### src/rtl/fetch_addr_unit.sv
module fetch_addr_unit #(
  parameter int OFF_W     = 16,
  parameter int SEG_SHIFT = 4,
  parameter int CNT_W     = 3,
  parameter int RST_HOLD  = 4,
  localparam int PHYS_W   = OFF_W + SEG_SHIFT
) (
  input  logic              clk,
  input  logic              rst_pin,
  input  logic              inc_req,
  input  logic [CNT_W-1:0]  inc_bytes,
  input  logic              jump_req,
  input  logic [OFF_W-1:0]  jump_seg,
  input  logic [OFF_W-1:0]  jump_off,
  input  logic              int_en_set,
  input  logic              int_en_clr,
  output logic [PHYS_W-1:0] phys_addr,
  output logic [OFF_W-1:0]  cs_o,
  output logic [OFF_W-1:0]  ip_o,
  output logic              int_en_o,
  output logic              flush_o
);

  logic             rst_take;
  logic [OFF_W-1:0] cs_q, ip_q;
  logic             ie_q, flush_q;

  generate
    if (RST_HOLD <= 1) begin : g_hold1
      assign rst_take = rst_pin;
    end else if (RST_HOLD == 2) begin : g_hold2
      logic prev_q;
      always_ff @(posedge clk) prev_q <= rst_pin;
      assign rst_take = rst_pin & prev_q;
    end else begin : g_holdn
      logic [RST_HOLD-2:0] hist_q;
      always_ff @(posedge clk) hist_q <= {hist_q[RST_HOLD-3:0], rst_pin};
      assign rst_take = rst_pin & (&hist_q);
    end
  endgenerate

  always_ff @(posedge clk) begin
    if (rst_take) begin
      cs_q    <= '1;
      ip_q    <= '0;
      ie_q    <= 1'b0;
      flush_q <= 1'b0;
    end else begin
      flush_q <= jump_req;
      if (jump_req) begin
        cs_q <= jump_seg;
        ip_q <= jump_off;
      end else if (inc_req) begin
        ip_q <= ip_q + OFF_W'(inc_bytes);
      end
      if (int_en_clr)      ie_q <= 1'b0;
      else if (int_en_set) ie_q <= 1'b1;
    end
  end

  assign phys_addr = {cs_q, SEG_SHIFT'(0)} + PHYS_W'(ip_q);
  assign cs_o      = cs_q;
  assign ip_o      = ip_q;
  assign int_en_o  = ie_q;
  assign flush_o   = flush_q;

endmodule

### config.mk
export PLATFORM = sky130hd
export DESIGN_NAME = fetch_addr_unit
export DESIGN_NICKNAME = d
export VERILOG_FILES = /design/src/rtl/fetch_addr_unit.sv
export SDC_FILE = /design/constraint.sdc
export NUM_CORES = 1
export LEC_CHECK = 0
export BUFFER_PORTS_ARGS = -buffer_cell sky130_fd_sc_hd__buf_2
export CAP_MARGIN = 15
export CORE_ASPECT_RATIO = 1.25
export CORE_UTILIZATION = 45
export CTS_BUF_LIST = sky130_fd_sc_hd__clkbuf_8
export CTS_CLUSTER_SIZE = 28
export DETAILED_ROUTE_END_ITERATION = 8
export PLACE_DENSITY = 0.74
export SETUP_SLACK_MARGIN = 0.15
export SYNTH_ARGS = -nofsm -noshare
export SYNTH_HDL_FRONTEND = slang
export SYNTH_SLANG_ARGS = --single-unit
### constraint.sdc
create_clock -name clk -period 3 [get_ports clk]
set_input_delay 0.6 -clock clk [delete_from_list [all_inputs] [get_ports clk]]
set_output_delay 0.6 -clock clk [all_outputs]
set_load 0.02 [all_outputs]
==> out/results.ini <==
[worst_setup_path]
crit_type = reg2out
worstPathMaxFanout = 2
crit_path_end_kind = output port
cp.arrival_ns = 2.34
start_kind = flop
crit_required_ns = 2.40

[drt]
drtPass1Iterations = 4
antenna_left = 0
drtIter0Drc = 97
drc = 0
wl_per_cell_um = 13.7
vias = 2126
via_per_inst = 5.15
routed_wl_um = 5640

[clocking]
cts_root_buf = clkbuf_8
cts_buffers = 5
cts.sinks = 37
htreeDepth = 2
clkTransAtPathRegs_ns = 0.07
cts_tree = yes
cts_hold_buf = 0
clock_path_buffers = 2
clk_latency_ns = 0.29

[synth]
synth_top_area_cell = dfxtp_1
ys_ff_latch = 37
syn_nets = 310
synth_cell_type_count = 42
yosys_warnings = 0
synth_area_leaders = dfxtp_1 (34%), mux2i_1 (9.5%), ha_1 (8.5%)
synth_area_per_cell_sq_um = 8.76
synth_common_cells = dfxtp_1 (37), nand2_1 (30), a21oi_1 (24)
syn_area_sq_mm = 0.00221
synth.yosys.seq_area_share_pct = 33.6
async_reset_ff_share_pct = 0
synth_edf_count = 0
synth_top_area_share_pct = 33.6
syn_inst = 252
synth_flop_cell = dfxtp_1
synth.most_common_cell = dfxtp_1

[layout]
drive_gt1_share_pct = 39.7
regArea_sq_um = 748
multiInputGateArea_sq_mm = 0.00149
final_area_sq_mm = 0.00303
nets = 410
syn2layout_area_growth_pct = 37.4
fin_cells = 413
antennaDiodeCount = 0
fillers = 410

[floorplanning]
coreArea_sq_mm = 0.00473
die_w_um = 64.6
io-pin-count = 95
die_h_um = 80.3
die-area_sq_mm = 0.00519
start_util_pct = 46.7
core.rowCount = 28

[worst_hold_path]
hold_class = reg2reg

[timing]
setup_viol = 0
max_freq_ghz = 0.340
slew_headroom_pct = 46.7
fin_setup_tns_ns = 0
clock-skew-final_ns = 0.00970
drv_slew = 0
tightest_slew_ns = 0.796
min_period_over_period_pct = 98.1
hold_violations = 0
grt_setup_unrepaired = true
hold_ws_ns = 0.364
min_period_ns = 2.94

[job]
max_cap_violations = 0

[global_routing]
grt_first_pass_wirelength_um = 8600
grt_util_all_layers_pct = 21.6
globalRouteOverflowTotal = 0
antenna_found_initial = 0
grt_pass1_vias = 1919
grt_start_max_net_pins = 33

[power]
p_per_area_mw_per_mm2 = 659
peakVddDrop_mv = 0.345
finalPower_uw = 2000
leakage_uw = 0.00147

[placement]
place.port_buffers = 94
dpl_cell_area_sq_mm = 0.00272
placed_cells = 399
place_congestion = 0.796
dp_hpwl_um = 4050

[status]
status = complete, no violations

-- state kept, by name, summed over array words and instances, names as in the netlist --
name,cells
ip_o,16
g_holdn.hist_q,3
cs_o,16
flush_o,1
int_en_o,1
-- where the power goes --
group	switching (uW)	internal [uW]
sequential	64.5	550
combinational	495	371
clock	188	330
total	748	1250
-- routing by layer --
metal / vias to the layer above / part of all wire (%) / global-route usage [%]
met5: - / 0 / 0
met4: 0 / 2.4 / 9.56
met3: 11 / 3.9 / 2.56
met2: 59 / 52 / 39.7
met1: 987 / 42 / 24.6
li1: 1069 / - / -
-- repair_timing --
action,4_1_cts,5_1_grt
setup endpoints to repair,6,7
gates resized for setup,12,16
buffers inserted,4,2
endpoints found under the hold margin,0,0
pin swaps,8,7
-- worst max-delay path, stage by stage (launching register included) --
cell and delay [ns]:
dfxtp_2 0.34, ha_4 0.16, fa_2 0.36, a21o_1 0.22, a21boi_4 0.22, o31ai_4 0.08
o31ai_2 0.23, or2_1 0.16, xnor2_1 0.11, buf_4 0.16
-- kinds of logic after synthesis --
group | count (synthesis) | synth area share, %
AOI/OAI and AO/OA | 46 | 12.3
xor gates and xnor gates | 28 | 11.1
adders and majority gates | 17 | 10.3
buffers and inverters | 19 | 4.48
DFF | 37 | 33.6
muxes | 21 | 9.52
and+or+nand+nor | 84 | 18.7
-- placed cells by master (no fill, tap or decap), types with 3 or more instances in the layout --
master	n
a21oi_1	21
ha_4	5
nand4_1	5
a21o_1	3
xnor2_1	16
nand3_1	4
o21ai_0	8
inv_1	5
nand2_1	30
and2_1	4
dfxtp_1	31
buf_2	91
nor2_1	23
ha_1	10
mux2i_1	21
dfxtp_2	6
xor2_1	12
buf_4	15
clkbuf_8	5
-- metrics by stage --
stage / utilization, % / worst slack [ns]
after floorplan: - / 0.275
after global placement: 57.5 / 0.195
after detailed placement: 57.5 / 0.128
after CTS: 62.2 / 0.0523
after global routing: 64.1 / -0.0218
final: 64.1 / 0.0567
-- cell type report --
type                       instances  area share [%]
multi-input combinational        196            49.0
clock inverter                     3            2.15
inverter                           6           0.743
clock buffer                       5            2.27
sequential                        37            24.7
timing repair buffer             106            18.7
tap                               60            2.48
-- worst paths after layout --
path,startpoint,to,slack [ns],cells after the start
setup / recovery,cs_o[0],phys_addr[18],0.06,9
hold / removal,g_holdn.hist_q[0],g_holdn.hist_q[1],0.36,0
setup reg to reg,ip_o[0],ip_o[6],1.01,8
hold reg to reg,g_holdn.hist_q[0],g_holdn.hist_q[1],0.36,0
No activity file was read; power rests on OpenSTA's default activity.
